<file path="config.mk">
export PLATFORM = sky130hd
export DESIGN_NAME = cfg_access_bridge
export DESIGN_NICKNAME = d
export VERILOG_FILES = /design/src/rtl/cab_pkg.sv /design/src/rtl/cab_ptr_reg.sv /design/src/rtl/cab_addr_xlate.sv /design/src/rtl/cab_ctrl.sv /design/src/rtl/cfg_access_bridge.sv
export SDC_FILE = /design/constraint.sdc
export NUM_CORES = 1
export LEC_CHECK = 0
export BUFFER_PORTS_ARGS = -buffer_cell sky130_fd_sc_hd__buf_2
export CAP_MARGIN = 20
export CELL_PAD_IN_SITES_DETAIL_PLACEMENT = 1
export CELL_PAD_IN_SITES_GLOBAL_PLACEMENT = 2
export CORE_ASPECT_RATIO = 1.4
export CORE_UTILIZATION = 31
export CTS_CLUSTER_DIAMETER = 80
export DETAILED_ROUTE_END_ITERATION = 10
export GPL_ROUTABILITY_DRIVEN = 1
export PLACE_DENSITY = 0.86
export REMOVE_ABC_BUFFERS = 1
export SYNTH_ARGS = -nofsm -noshare
export SYNTH_HDL_FRONTEND = slang
export SYNTH_SLANG_ARGS = --single-unit
</file>
<file path="constraint.sdc">
create_clock -name clk -period 4.4 [get_ports clk]
set_input_delay 0.66 -clock clk [delete_from_list [all_inputs] [get_ports clk]]
set_output_delay 0.66 -clock clk [all_outputs]
set_load 0.01 [all_outputs]
</file>
<file path="src/rtl/cab_pkg.sv">
package cab_pkg;

  localparam int CAB_DW = 32;

  typedef enum logic [1:0] {
    ST_IDLE  = 2'd0,
    ST_ISSUE = 2'd1,
    ST_RESP  = 2'd2
  } cab_state_e;

  typedef enum logic [1:0] {
    FMT_RAW  = 2'd0,
    FMT_FLAT = 2'd1,
    FMT_SLOT = 2'd2
  } cab_fmt_e;

  // Byte reversal within the access length; result sits in the low bytes.
  function automatic logic [CAB_DW-1:0] cab_swap(input logic [CAB_DW-1:0] d,
                                                 input logic [1:0] sz);
    case (sz)
      2'd0:    return {24'h0, d[7:0]};
      2'd1:    return {16'h0, d[7:0], d[15:8]};
      default: return {d[7:0], d[15:8], d[23:16], d[31:24]};
    endcase
  endfunction

  // Layout decode: bit 31 has priority over bit 0.
  function automatic cab_fmt_e cab_layout(input logic [CAB_DW-1:0] p);
    if (p[CAB_DW-1])  return FMT_RAW;
    else if (p[0])    return FMT_FLAT;
    else              return FMT_SLOT;
  endfunction

endpackage

</file>
<file path="src/rtl/cab_ptr_reg.sv">
module cab_ptr_reg #(
  parameter int PTR_W = 32
) (
  input  logic             clk,
  input  logic             rst_n,
  input  logic             wr_en,
  input  logic [PTR_W-1:0] wr_data,
  output logic [PTR_W-1:0] ptr_q
);

  always_ff @(posedge clk) begin
    if (!rst_n)     ptr_q <= '0;
    else if (wr_en) ptr_q <= wr_data;
  end

endmodule

</file>
<file path="src/rtl/cab_addr_xlate.sv">
module cab_addr_xlate
  import cab_pkg::*;
#(
  parameter int PTR_W   = 32,
  parameter int SEL_LSB = 11
) (
  input  logic [PTR_W-1:0] ptr,
  input  logic [2:0]       win_lo,
  output logic [PTR_W-1:0] xl_addr,
  output logic             xl_nodev,
  output cab_fmt_e         xl_fmt
);

  localparam int SEL_N = PTR_W - SEL_LSB;
  localparam int IDX_W = $clog2(SEL_N);

  logic [SEL_N-1:0] sel;
  logic [SEL_N-1:0] first;
  logic [SEL_N:0]   seen;
  logic [IDX_W-1:0] idx;

  assign sel     = ptr[PTR_W-1:SEL_LSB];
  assign seen[0] = 1'b0;

  // Lowest-set-bit isolation chain.
  generate
    for (genvar i = 0; i < SEL_N; i++) begin : g_ffs
      assign first[i]    = sel[i] & ~seen[i];
      assign seen[i + 1] = seen[i] | sel[i];
    end
  endgenerate

  // One-hot to binary.
  always_comb begin
    idx = '0;
    for (int i = 0; i < SEL_N; i++) begin
      if (first[i]) idx = idx | IDX_W'(i);
    end
  end

  assign xl_fmt = cab_layout(ptr);

  always_comb begin
    xl_addr = '0;
    case (xl_fmt)
      FMT_RAW:  xl_addr = ptr | {{(PTR_W-2){1'b0}}, win_lo[1:0]};
      FMT_FLAT: xl_addr = {ptr[PTR_W-1:3], win_lo};
      default: begin
        xl_addr[SEL_LSB+IDX_W-1:SEL_LSB] = idx;
        xl_addr[SEL_LSB-1:3]             = ptr[SEL_LSB-1:3];
        xl_addr[2:0]                     = win_lo;
      end
    endcase
  end

  assign xl_nodev = (xl_fmt == FMT_SLOT) && !seen[SEL_N];

endmodule

</file>
<file path="src/rtl/cab_ctrl.sv">
module cab_ctrl
  import cab_pkg::*;
#(
  parameter int DW = 32
) (
  input  logic          clk,
  input  logic          rst_n,
  input  logic          cpu_req,
  input  logic          cpu_we,
  input  logic          data_win,
  input  logic [1:0]    cpu_size,
  input  logic [DW-1:0] cpu_wdata,
  input  logic [DW-1:0] ptr_q,
  input  logic [DW-1:0] xl_addr,
  input  logic          xl_nodev,
  output logic          ptr_wr_en,
  output logic          cpu_ack,
  output logic [DW-1:0] cpu_rdata,
  output logic          cpu_nodev,
  output logic          cfg_valid,
  input  logic          cfg_ready,
  output logic          cfg_we,
  output logic [DW-1:0] cfg_addr,
  output logic [1:0]    cfg_size,
  output logic [DW-1:0] cfg_wdata,
  input  logic [DW-1:0] cfg_rdata,
  output cab_state_e    state_q
);

  cab_state_e    state_d;
  logic [DW-1:0] rd_q, rd_d;
  logic          nodev_q, nodev_d;
  logic          rq_load;

  always_comb begin
    state_d   = state_q;
    rd_d      = rd_q;
    nodev_d   = nodev_q;
    ptr_wr_en = 1'b0;
    rq_load   = 1'b0;
    case (state_q)
      ST_IDLE: if (cpu_req) begin
        nodev_d = 1'b0;
        if (!data_win) begin
          ptr_wr_en = cpu_we;
          rd_d      = cpu_we ? '0 : ptr_q;
          state_d   = ST_RESP;
        end else if (xl_nodev) begin
          nodev_d = 1'b1;
          rd_d    = '1;
          state_d = ST_RESP;
        end else begin
          rq_load = 1'b1;
          state_d = ST_ISSUE;
        end
      end
      ST_ISSUE: if (cfg_ready) begin
        rd_d    = cfg_we ? '0 : cab_swap(cfg_rdata, cfg_size);
        state_d = ST_RESP;
      end
      default: state_d = ST_IDLE;
    endcase
  end

  always_ff @(posedge clk) begin
    if (!rst_n) begin
      state_q   <= ST_IDLE;
      rd_q      <= '0;
      nodev_q   <= 1'b0;
      cfg_we    <= 1'b0;
      cfg_addr  <= '0;
      cfg_size  <= '0;
      cfg_wdata <= '0;
    end else begin
      state_q <= state_d;
      rd_q    <= rd_d;
      nodev_q <= nodev_d;
      if (rq_load) begin
        cfg_we    <= cpu_we;
        cfg_addr  <= xl_addr;
        cfg_size  <= cpu_size;
        cfg_wdata <= cpu_we ? cab_swap(cpu_wdata, cpu_size) : '0;
      end
    end
  end

  assign cfg_valid = (state_q == ST_ISSUE);
  assign cpu_ack   = (state_q == ST_RESP);
  assign cpu_rdata = rd_q;
  assign cpu_nodev = nodev_q;

endmodule

</file>
<file path="src/rtl/cfg_access_bridge.sv">
module cfg_access_bridge
  import cab_pkg::*;
#(
  parameter int WIN_AW = 12
) (
  input  logic              clk,
  input  logic              rst_n,
  input  logic              cpu_req,
  input  logic              cpu_we,
  input  logic [WIN_AW:0]   cpu_addr,
  input  logic [1:0]        cpu_size,
  input  logic [CAB_DW-1:0] cpu_wdata,
  output logic              cpu_ack,
  output logic [CAB_DW-1:0] cpu_rdata,
  output logic              cpu_nodev,
  output logic              cfg_valid,
  input  logic              cfg_ready,
  output logic              cfg_we,
  output logic [CAB_DW-1:0] cfg_addr,
  output logic [1:0]        cfg_size,
  output logic [CAB_DW-1:0] cfg_wdata,
  input  logic [CAB_DW-1:0] cfg_rdata
);

  logic              data_win;
  logic              ptr_wr_en;
  logic [CAB_DW-1:0] ptr_q;
  logic [CAB_DW-1:0] xl_addr;
  logic              xl_nodev;
  cab_fmt_e          xl_fmt;
  cab_state_e        state_q;
  // Named events for the checker.
  logic              state_idle;
  logic              data_start;
  logic              unused_offset_bits;

  assign data_win           = cpu_addr[WIN_AW];
  assign state_idle         = (state_q == ST_IDLE);
  assign data_start         = state_idle && cpu_req && data_win;
  assign unused_offset_bits = ^{cpu_addr[WIN_AW-1:3], xl_fmt};

  cab_ptr_reg #(.PTR_W(CAB_DW)) i_ptr (
    .clk     (clk),
    .rst_n   (rst_n),
    .wr_en   (ptr_wr_en),
    .wr_data (cpu_wdata),
    .ptr_q   (ptr_q)
  );

  cab_addr_xlate #(.PTR_W(CAB_DW), .SEL_LSB(11)) i_xlate (
    .ptr      (ptr_q),
    .win_lo   (cpu_addr[2:0]),
    .xl_addr  (xl_addr),
    .xl_nodev (xl_nodev),
    .xl_fmt   (xl_fmt)
  );

  cab_ctrl #(.DW(CAB_DW)) i_ctrl (
    .clk       (clk),
    .rst_n     (rst_n),
    .cpu_req   (cpu_req),
    .cpu_we    (cpu_we),
    .data_win  (data_win),
    .cpu_size  (cpu_size),
    .cpu_wdata (cpu_wdata),
    .ptr_q     (ptr_q),
    .xl_addr   (xl_addr),
    .xl_nodev  (xl_nodev),
    .ptr_wr_en (ptr_wr_en),
    .cpu_ack   (cpu_ack),
    .cpu_rdata (cpu_rdata),
    .cpu_nodev (cpu_nodev),
    .cfg_valid (cfg_valid),
    .cfg_ready (cfg_ready),
    .cfg_we    (cfg_we),
    .cfg_addr  (cfg_addr),
    .cfg_size  (cfg_size),
    .cfg_wdata (cfg_wdata),
    .cfg_rdata (cfg_rdata),
    .state_q   (state_q)
  );

endmodule

</file>
==> results of run 1 <==
==> worst max-delay path, delay by kind of cell (launching register included) <==
kind,cells,cell delay (ps)
simple gates,3,910
compound gates,2,970
flops,1,450
buf+inv,1,520
==> cell type report <==
type / count / area [µm²]
antenna: 1 / 2.502
clock buffer: 20 / 466.7
clock inverter: 12 / 127.6
fill: 2428 / 11570
inverter: 6 / 25.02
multi-input combinational: 575 / 3084
sequential: 134 / 2683
tap: 248 / 310.3
timing repair buffer: 184 / 948.4
==> sequential cells by signal, indices dropped and copies added (netlist names) <==
signal	count
i_ctrl.cfg_addr	32
i_ctrl.cfg_size	2
i_ctrl.cfg_wdata	32
i_ctrl.cfg_we	1
i_ctrl.cpu_nodev	1
i_ctrl.cpu_rdata	32
i_ctrl.state_q	2
i_ptr.ptr_q	32
==> metal layers <==
| layer | part of all wire, % | vias up | GRT usage (%) |
|---|---|---|---|
| met2 | 49 | 165 | 37.41 |
| met4 | 2.6 | 0 | 9.447 |
| met1 | 44 | 2934 | 28.32 |
| met5 | 0 | - | 0 |
| li1 | - | 2965 | - |
| met3 | 4.5 | 35 | 3.726 |
==> power groups by stage <==
stage	clock, W	combinational, W	sequential [W]
2_1_floorplan	0	0.000350	0.00142
3_3_place_gp	0	0.000626	0.00140
3_5_place_dp	0	0.000638	0.00140
4_1_cts	0.00147	0.000640	0.00137
5_1_grt	0.00152	0.000705	0.00138
6_report	0.00144	0.000632	0.00137
==> stage by stage <==
step | cells | power [W] | setup slack (ps) | cell area [µm²]
after CTS | 1179 | 0.003485 | 1434 | 7645
after floorplan | 715 | 0.001771 | 247.7 | 5759
final | 1180 | 0.003444 | 1453 | 7647
after global placement | 1146 | 0.002025 | 1387 | 7036
after global routing | 1179 | 0.003609 | 1238 | 7645
after detailed placement | 1147 | 0.002039 | 1354 | 7051
==> worst max-delay path by stage <==
| stage | startpoint | end | slack (ps) | depth (start not counted) |
|---|---|---|---|---|
| floorplan | cpu_req | i_ctrl.cpu_rdata[10] | 250 | 5 |
| global placement | cpu_req | i_ctrl.cfg_addr[30] | 1390 | 7 |
| detailed placement | cpu_req | i_ctrl.cfg_addr[30] | 1350 | 7 |
| CTS | i_ptr.ptr_q[31] | i_ctrl.cfg_addr[17] | 1430 | 6 |
| global route | i_ptr.ptr_q[31] | i_ctrl.cfg_addr[17] | 1240 | 6 |
| finish | i_ptr.ptr_q[31] | i_ctrl.cfg_addr[17] | 1450 | 6 |
==> synthesized netlist by cell type, types with 2 or more instances <==
cell      instances
a211oi_2         17
o31ai_1           2
buf_1             2
buf_6             4
dfxtp_1         134
a22o_1            7
nand3_1          47
buf_2            17
or2_2             2
clkbuf_1         37
o21ai_1           2
inv_1             5
nand4_1           3
a221oi_2          4
and2_1            8
nor4_4            3
nand2b_1          3
nor3_1            7
nand2_1         157
a21oi_1         122
a221oi_1          5
a211oi_1         21
nor2b_1           4
buf_4             8
o211ai_1          2
o21ai_0          19
nor2_1          104
mux2i_1          17
==> kinds of logic (layout without fill, tap and decap cells) <==
group / count (synthesis) / after routing
compound gates: 212 / 212
buf+inv: 74 / 222
simple gates: 346 / 346
other cells: 0 / 1
flops: 134 / 134
mux: 17 / 17
==> results.py, run 1 <==
metrics = {
    "power": {
        "ir_worst_vdd_v": 0.0002145,
        "switching_share_pct": 29.98,
        "netSwitchingPower_w": 0.001033,
        "pwr-share-seq_pct": 39.9,
        "power_per_cell_area_nw_per_um2": 450.3,
        "power.share.clock_pct": 41.8,
        "leakagePower_nw": 3.108,
        "intPower_w": 0.002411,
        "pwr-share-comb_pct": 18.3,
    },
    "worst_hold_path": {
        "hold_depth": 2,
        "worstHoldPathType": "reg -> reg",
        "min_to": "i_ctrl.cfg_wdata[28]",
        "min_from": "i_ctrl.cfg_wdata[28]",
    },
    "logic_synthesis": {
        "netlist_area_um2": 6096,
        "synthTopCellsByArea": "dfxtp_1 44%, a21oi_1 10%, nand2_1 9.7%",
        "synth-simple-area-share_pct": 24.79,
        "synth-edff-count": 0,
        "synth-seq-cells": 134,
        "yosysSeqAreaShare_pct": 44.01,
        "synth.avg_cell_area_um2": 7.785,
        "synth_top_cell_area_share_pct": 44.01,
        "yosys_warnings": 0,
        "synth-xor-area-share_pct": 0,
        "synth_cell_types": 48,
        "synth_compound_area_share_pct": 22.52,
        "synth_adder_area_share_pct": 0,
        "synthFlopType": "dfxtp_1",
        "yosys-mux-area-fraction_pct": 2.791,
        "async_flop_share_pct": 0,
        "synth_top_family_by_area": "simple AND/OR/NAND/NOR gates",
        "synth_top_area_cell": "dfxtp_1",
        "syn-instance-count": 783,
    },
    "floorplanning": {
        "num_rows": 60,
        "die_y_um": 167.9,
        "fp.dieW_um": 120.5,
        "design.die.area_um2": 20240,
        "io_pins": 186,
        "coreArea_um2": 19220,
        "start_util_pct": 31.72,
    },
    "place": {
        "dpl.hpwl_mm": 15.12,
        "place_congestion": 0.8237,
        "portBuffers": 176,
    },
    "setup_path": {
        "r2r_slack_ps": 1450,
        "worstSetupPathType": "reg -> reg",
        "crit_slowest_cell": "o21ai_4",
        "ff2ff_path_depth": 6,
        "crit_chain": "nor2_1 -> nand4_1 -> o21ai_4 -> buf_4 -> nand2_1 -> a21oi_1",
        "crit_required_ps": 4750,
        "crit_path_end_kind": "register",
        "r2r-end": "i_ctrl.cfg_addr[17]",
        "worstPathArrival_ps": 3300,
        "critPathLaunchType": "register",
        "timing.rr.start": "i_ptr.ptr_q[31]",
        "critPathMaxStageDelay_ps": 800,
        "crit_fanout": 37,
    },
    "sta": {
        "hold_viol_final": 0,
        "fin_hold_ws_ps": 450.5,
        "timing.fmax_mhz": 339.3,
        "period_minus_slack_ps": 2947,
        "finalMaxSlewViolations": 0,
        "rsz0062_at_grt": "no",
        "finalSetupTns_ps": 0,
        "period_share_pct": 66.97,
        "setup_viol": 0,
        "finalClockSkew_ps": 9.070,
        "relSlewSlack_pct": 27.11,
        "worstMarginPinSlew_ps": 1093,
    },
    "cells_and_area": {
        "fin_util_pct": 39.79,
        "final_common_cell": "buf_2",
        "layout-drive-gt1-share_pct": 26.85,
        "mostFrequentLayoutCells": "176 x buf_2, 157 x nand2_1, 134 x dfxtp_1",
        "area_growth_pct": 25.45,
        "finalNetCount": 1002,
    },
    "clocking": {
        "clockRootBuffer": "clkbuf_16",
        "cts_setup_buffers": 0,
        "cts.repair.resized": 0,
        "h-tree-depth": 4,
        "clock-sinks": 134,
        "cts_tree": "built",
        "clk_latency_ps": 430,
        "clock_path_buffers": 2,
        "cts_hold_buf": 0,
        "cts_buffers": 17,
        "clk_pin_slew_ps": 60,
    },
    "grt": {
        "grt_pass1_wl_mm": 34.71,
        "grt_start_max_net_pins": 89,
        "grt-ovfl-total": 0,
        "grt_pass1_vias": 6170,
        "grt_usage_pct": 22.40,
        "antenna_found_initial": 1,
    },
    "drt": {
        "wl_per_cell_um": 18.52,
        "drc": 0,
        "dr.pass1.iters": 5,
        "dr_total_vias": 6099,
        "finalWirelength_mm": 21.85,
        "initialDrtViolationCount": 302,
        "ant_nets": 0,
        "vias_per_cell": 5.169,
    },
    "flow_run": {
        "cap_violations": 0,
    },
    "status": {
        "outcome": "finished, final reports clean",
    },
}
Note: power is estimated with default switching activity, not from simulation.
==> run 2, diff against run 1 <==
--- a/config.mk
+++ b/config.mk
@@ -10,11 +10,11 @@
 export CELL_PAD_IN_SITES_DETAIL_PLACEMENT = 1
 export CELL_PAD_IN_SITES_GLOBAL_PLACEMENT = 2
 export CORE_ASPECT_RATIO = 1.4
-export CORE_UTILIZATION = 31
+export CORE_UTILIZATION = 28
 export CTS_CLUSTER_DIAMETER = 80
 export DETAILED_ROUTE_END_ITERATION = 10
 export GPL_ROUTABILITY_DRIVEN = 1
-export PLACE_DENSITY = 0.86
+export PLACE_DENSITY = 0.78
 export REMOVE_ABC_BUFFERS = 1
 export SYNTH_ARGS = -nofsm -noshare
 export SYNTH_HDL_FRONTEND = slang
==> constraint.sdc (replaced) <==
create_clock -name clk -period 2.95 [get_ports clk]
set_input_delay 0.4425 -clock clk [delete_from_list [all_inputs] [get_ports clk]]
set_output_delay 0.4425 -clock clk [all_outputs]
set_load 0.01 [all_outputs]
==> run 2 against run 1 <==
Sequential share of layout area shrank 0.93 points. Critical endpoint is now i_ctrl.cfg_addr[12]. Combinational power grew 60%. Die area increased by 11%. Cell count rose by 2.8%. Power grew 52%. Count of clock-buffer cells in the layout fell by 1. Largest cell class unchanged. Register-to-register slack got worse by 800 ps. Sequential power rose by 48%. Via count down 0.39%. Worst setup slack got worse by 800 ps.
==> results.py, run 2 (synthesis results as in run 1) <==
metrics = {
    "setup_path": {
        "crit_fanout": 28,
        "critPathMaxStageDelay_ps": 700,
        "crit_buf_inv": 1,
        "crit_chain": "nor4_2 -> nand2_1 -> o21ai_4 -> buf_4 -> a211oi_1 -> a32o_1",
        "timing.rr.start": "i_ptr.ptr_q[24]",
        "crit_slowest_cell": "nor4_2",
        "cp_top_family": "simple AND/OR/NAND/NOR gates",
        "crit_required_ps": 3260,
        "critPathLaunchType": "register",
        "crit_path_end_kind": "register",
        "worstSetupPathType": "reg -> reg",
        "worstPathArrival_ps": 2610,
        "startpoint": "i_ptr.ptr_q[24]",
    },
    "cells_and_area": {
        "fin_util_pct": 36.91,
        "finalNetCount": 1024,
        "layout-drive-gt1-share_pct": 28.54,
        "area_growth_pct": 28.86,
        "stdcell_area_um2": 7855,
        "mostFrequentLayoutCells": "176 x buf_2, 157 x nand2_1, 134 x dfxtp_1",
        "final_common_cell": "buf_2",
        "antenna_cells": 0,
    },
    "place": {
        "portBuffers": 176,
        "dpl.hpwl_mm": 16.36,
        "place_congestion": 0.8338,
        "placed_area_um2": 7248,
        "place_ws_ps": 677.2,
    },
    "drt": {
        "wl_per_cell_um": 18.50,
        "drc": 0,
        "dr.pass1.iters": 5,
        "dr_total_vias": 6075,
        "initialDrtViolationCount": 341,
        "vias_per_cell": 5.008,
        "finalWirelength_mm": 22.44,
        "ant_nets": 0,
    },
    "floorplanning": {
        "io_pins": 186,
        "coreArea_um2": 21280,
        "die_y_um": 176.6,
        "fp.dieW_um": 126.7,
        "num_rows": 63,
        "start_util_pct": 28.64,
        "design.die.area_um2": 22370,
    },
    "sta": {
        "setup_viol": 0,
        "finalClockSkew_ps": 10.13,
        "period_share_pct": 77.95,
        "timing.fmax_mhz": 434.9,
        "relSlewSlack_pct": 50.95,
        "finalMaxSlewViolations": 0,
        "period_minus_slack_ps": 2300,
        "rsz0062_at_grt": "no",
        "worstMarginPinSlew_ps": 729.6,
        "hold_viol_final": 0,
        "fin_hold_ws_ps": 274.3,
        "worst_slack_ps": 650.5,
    },
    "grt": {
        "grt_usage_pct": 20.62,
        "grt_start_max_net_pins": 66,
        "grt_pass1_vias": 6133,
        "antenna_found_initial": 1,
        "grt-ovfl-total": 0,
        "grt_pass1_wl_mm": 35.36,
    },
    "clocking": {
        "clk_pin_slew_ps": 60,
        "h-tree-depth": 4,
        "clock-sinks": 134,
        "clock_path_buffers": 2,
        "clockRootBuffer": "clkbuf_16",
        "clk_latency_ps": 420,
        "cts_hold_buf": 0,
        "cts_buffers": 17,
        "cts_setup_buffers": 0,
        "cts.repair.resized": 0,
        "cts_tree": "built",
    },
    "power": {
        "total_power_w": 0.005238,
        "pwr-share-seq_pct": 38.7,
        "power_per_cell_area_nw_per_um2": 666.8,
        "intPower_w": 0.003687,
        "ir_worst_vdd_v": 0.0003676,
        "power.share.clock_pct": 42.1,
        "netSwitchingPower_w": 0.001551,
        "leakagePower_nw": 3.247,
        "pwr-share-comb_pct": 19.2,
        "switching_share_pct": 29.61,
    },
    "flow_run": {
        "cap_violations": 0,
    },
    "worst_hold_path": {
        "worstHoldPathType": "in -> reg",
        "min_from": "cpu_wdata[27]",
    },
    "status": {
        "outcome": "finished, final reports clean",
    },
}
==> run 2: cell count changes in the layout (fill, tap and decap cells not counted), sizes merged <==
cell | before | now
buf | 184 | 206
clkinvlp | 4 | 1
clkinv | 6 | 8
bufinv | 2 | 3
clkbuf | 20 | 19
diode | 1 | 0
inv | 6 | 7
==> run 2: cell type report <==
class | count | area, µm²
clock buffer | 19 | 452.9
clock inverter | 13 | 153.9
fill | 2628 | 13430
inverter | 6 | 25.02
multi-input combinational | 575 | 3084
sequential | 134 | 2683
tap | 260 | 325.3
timing repair buffer | 206 | 1131
==> run 2: metal layers <==
metal	vias to the layer above	wire length (µm)	track usage, %
met5	-	0	0
met4	0	346	6.250
met3	21	1044	3.939
met2	153	11270	35.66
met1	2894	9775	25.84
li1	3007	-	-
==> run 2: stage by stage <==
step	TNS, ps	cells
after floorplan	-64350	715
after global placement	0	1181
after detailed placement	0	1181
after CTS	0	1213
after global routing	0	1213
final	0	1213
==> run 2: tightest hold or removal path, cell delays in order <==
cell and delay (ps):
buf_2 110, nand2_1 50, a21oi_1 50
==> run 2: worst paths after layout <==
path / endpoint / slack, ps / depth (start not counted)
max: i_ctrl.cfg_addr[12] / 650 / 6
min: i_ptr.ptr_q[27] / 270 / 3
max reg2reg: i_ctrl.cfg_addr[12] / 650 / 6
min reg2reg: i_ctrl.cfg_addr[27] / 450 / 2
==> run 2: power by group through the flow <==
stage | Combinational [W] | Sequential (W) | Clock (W)
CTS | 0.00102 | 0.00203 | 0.00226
floorplan | 0.000522 | 0.00212 | 0
global placement | 0.00100 | 0.00207 | 0
finish | 0.00101 | 0.00203 | 0.00221
global route | 0.00111 | 0.00204 | 0.00233
detailed placement | 0.00102 | 0.00207 | 0
==> run 3, diff against run 2 <==
--- a/config.mk
+++ b/config.mk
@@ -5,16 +5,17 @@
 export SDC_FILE = /design/constraint.sdc
 export NUM_CORES = 1
 export LEC_CHECK = 0
+export ABC_AREA = 1
 export BUFFER_PORTS_ARGS = -buffer_cell sky130_fd_sc_hd__buf_2
 export CAP_MARGIN = 20
 export CELL_PAD_IN_SITES_DETAIL_PLACEMENT = 1
 export CELL_PAD_IN_SITES_GLOBAL_PLACEMENT = 2
 export CORE_ASPECT_RATIO = 1.4
-export CORE_UTILIZATION = 28
+export CORE_UTILIZATION = 25
 export CTS_CLUSTER_DIAMETER = 80
 export DETAILED_ROUTE_END_ITERATION = 10
 export GPL_ROUTABILITY_DRIVEN = 1
-export PLACE_DENSITY = 0.78
+export PLACE_DENSITY = 0.76
 export REMOVE_ABC_BUFFERS = 1
 export SYNTH_ARGS = -nofsm -noshare
 export SYNTH_HDL_FRONTEND = slang
==> constraint.sdc (replaced) <==
create_clock -name clk -period 2.1 [get_ports clk]
set_input_delay 0.315 -clock clk [delete_from_list [all_inputs] [get_ports clk]]
set_output_delay 0.315 -clock clk [all_outputs]
set_load 0.01 [all_outputs]
==> run 3 against run 2 <==
Global-route usage down 0.79 points. Sequential share of layout area down 2.4 points. Non-clock buffer count up 21. Synthesized area up 4.4%. Count of clock-buffer cells in the layout up 3. Cell area up 7.7%. Critical endpoint is now i_ctrl.cfg_wdata[30].
==> results.py, run 3 <==
metrics = {
    "drt": {
        "vias_per_cell": 4.685,
        "wl_per_cell_um": 17.29,
        "dr.pass1.iters": 4,
        "finalWirelength_mm": 24.93,
        "drc": 0,
        "dr_total_vias": 6756,
        "initialDrtViolationCount": 360,
        "ant_nets": 0,
    },
    "floorplanning": {
        "die_y_um": 190.8,
        "design.die.area_um2": 26120,
        "start_util_pct": 25.62,
        "io_pins": 186,
        "coreArea_um2": 24840,
        "num_rows": 68,
        "fp.dieW_um": 136.9,
    },
    "clocking": {
        "cts_buffers": 17,
        "clk_pin_slew_ps": 60,
        "cts_tree": "built",
        "clock_path_buffers": 2,
        "clk_latency_ps": 430,
        "clock-sinks": 134,
        "clockRootBuffer": "clkbuf_16",
        "h-tree-depth": 4,
    },
    "sta": {
        "timing.fmax_mhz": 512.5,
        "finalSetupTns_ps": 0,
        "relSlewSlack_pct": 60.90,
        "rsz0062_at_grt": "yes",
        "fin_hold_ws_ps": 138.6,
        "finalMaxSlewViolations": 0,
        "period_share_pct": 92.92,
        "finalClockSkew_ps": 12.39,
        "worstMarginPinSlew_ps": 585.8,
        "setup_viol": 0,
        "hold_viol_final": 0,
        "period_minus_slack_ps": 1951,
        "worst_slack_ps": 148.7,
    },
    "setup_path": {
        "crit_chain": "nor2_2 -> nand2_2 -> nor2_4 -> nand4_2 -> nor2_4 -> nand4_4 -> nand2_4 -> buf_6 -> buf_12 -> nand2_1 -> a21oi_1",
        "crit_buf_inv": 2,
        "crit_top_cell": "nor2_4",
        "worstPathArrival_ps": 2310,
        "critPathLaunchType": "register",
        "crit_slowest_cell": "dfxtp_1",
        "worstSetupPathType": "reg -> reg",
        "crit_path_end_kind": "register",
        "cp_top_family": "simple AND/OR/NAND/NOR gates",
        "crit_required_ps": 2460,
        "critPathMaxStageDelay_ps": 350,
        "crit_fanout": 16,
    },
    "power": {
        "pwr-share-seq_pct": 37.2,
        "leakagePower_nw": 3.822,
        "pwr-share-comb_pct": 21.4,
        "ir_worst_vdd_v": 0.0006082,
        "power_per_cell_area_nw_per_um2": 901.1,
        "total_power_w": 0.007623,
        "netSwitchingPower_w": 0.002331,
        "intPower_w": 0.005292,
        "power.share.clock_pct": 41.3,
        "switching_share_pct": 30.57,
    },
    "cells_and_area": {
        "finalNetCount": 1197,
        "layout-drive-gt1-share_pct": 24.25,
        "mostFrequentLayoutCells": "209 x nand2_1, 176 x buf_2, 134 x dfxtp_1",
        "final_common_cell": "nand2_1",
        "area_growth_pct": 32.88,
    },
    "logic_synthesis": {
        "netlist_area_um2": 6366,
        "synth_top_area_cell": "dfxtp_1",
        "synth-seq-cells": 134,
        "synthTopCellsByArea": "dfxtp_1 42%, nand2_1 12%, a21oi_1 9.1%",
        "yosysMostFrequentCell": "nand2_1",
        "synth_top_cell_area_share_pct": 42.14,
        "synth_cell_types": 36,
        "yosys_warnings": 0,
        "ys_top_cells_by_count": "209 x nand2_1, 134 x dfxtp_1, 126 x nor2_1",
        "syn-instance-count": 929,
        "synth-edff-count": 0,
        "synth.avg_cell_area_um2": 6.853,
        "async_flop_share_pct": 0,
        "synthFlopType": "dfxtp_1",
        "yosysSeqAreaShare_pct": 42.14,
    },
    "place": {
        "portBuffers": 176,
        "dpl.hpwl_mm": 19.12,
        "place_congestion": 0.8603,
        "place_ws_ps": 130.1,
    },
    "grt": {
        "grt_usage_pct": 19.82,
        "antenna_found_initial": 1,
        "grt_start_max_net_pins": 66,
        "grt_pass1_vias": 6952,
        "grt_pass1_wl_mm": 38.61,
        "grt-ovfl-total": 0,
    },
    "status": {
        "outcome": "finished, final reports clean",
    },
    "flow_run": {
        "cap_violations": 0,
    },
    "worst_hold_path": {
        "worstHoldPathType": "in -> reg",
    },
}
[run 3: changes by cell type after synthesis, moves of 17 or more]
| cell | delta |
|---|---|
| inv_1 | +47 |
| a211oi_2 | -17 |
| nor2_1 | +22 |
| nand3b_1 | +26 |
| nand2_1 | +52 |
| o21ai_0 | +76 |
| a211oi_1 | -21 |
| mux2i_1 | -17 |
[run 3: logic make-up after synthesis]
kind of cell | count (synthesis) | synth area share (%)
DFF | 134 | 42.14
buffers and inverters | 120 | 8.215
AOI/OAI and AO/OA | 234 | 19.58
and+or+nand+nor | 441 | 30.07
[run 3: area by class of cell]
class | instances | area (µm²)
antenna | 1 | 2.502
clock buffer | 22 | 464.2
clock inverter | 10 | 145.1
fill | 3152 | 16380
inverter | 58 | 217.7
multi-input combinational | 675 | 3182
sequential | 134 | 2683
tap | 315 | 394.1
timing repair buffer | 227 | 1371
[run 3: stage by stage]
step                      util (%)  std cells  cell area, µm²
final                        34.05       1442            8459
after global routing         34.05       1442            8459
after CTS                    33.99       1441            8444
after detailed placement     31.54       1409            7835
after global placement       31.54       1409            7835
after floorplan                  -        867            6061
[run 3: power groups by stage]
| stage | logic, W | registers, W | clock network, W |
|---|---|---|---|
| 2_1_floorplan | 0.000796 | 0.00296 | 0 |
| 3_3_place_gp | 0.00163 | 0.00289 | 0 |
| 3_5_place_dp | 0.00165 | 0.00290 | 0 |
| 4_1_cts | 0.00165 | 0.00284 | 0.00324 |
| 5_1_grt | 0.00182 | 0.00286 | 0.00333 |
| 6_report | 0.00163 | 0.00284 | 0.00315 |
[run 3: path summary, 6_finish.rpt]
path | from | to | slack [ps] | cells past startpoint
worst max-delay path | i_ptr.ptr_q[14] | i_ctrl.cfg_wdata[30] | 150 | 11
worst min-delay path | cpu_wdata[17] | i_ptr.ptr_q[17] | 140 | 3
worst max register to register | i_ptr.ptr_q[14] | i_ctrl.cfg_wdata[30] | 150 | 11
worst min register to register | i_ctrl.cpu_nodev | i_ctrl.cpu_nodev | 460 | 2
[run 3: timing repair]
item / 4_1_cts / 5_1_grt
buffers inserted: 0 / 0
hold buffers: 0 / 0
resized for setup: 0 / 3
endpoints found under the setup margin: 0 / 15
[run 3: metal layers]
metal,up-vias,GRT usage (%),wire length (µm)
met3,25,3.243,910
li1,3436,-,-
met1,3141,24.13,11110
met4,0,7.312,552
met5,-,0,0
met2,154,34.58,12350
[run 3: tightest hold or removal path, delay by kind of cell]
| family | cells | cell delay [ps] |
|---|---|---|
| buffers and inverters | 1 | 90 |
| AND/OR/NAND/NOR | 2 | 120 |
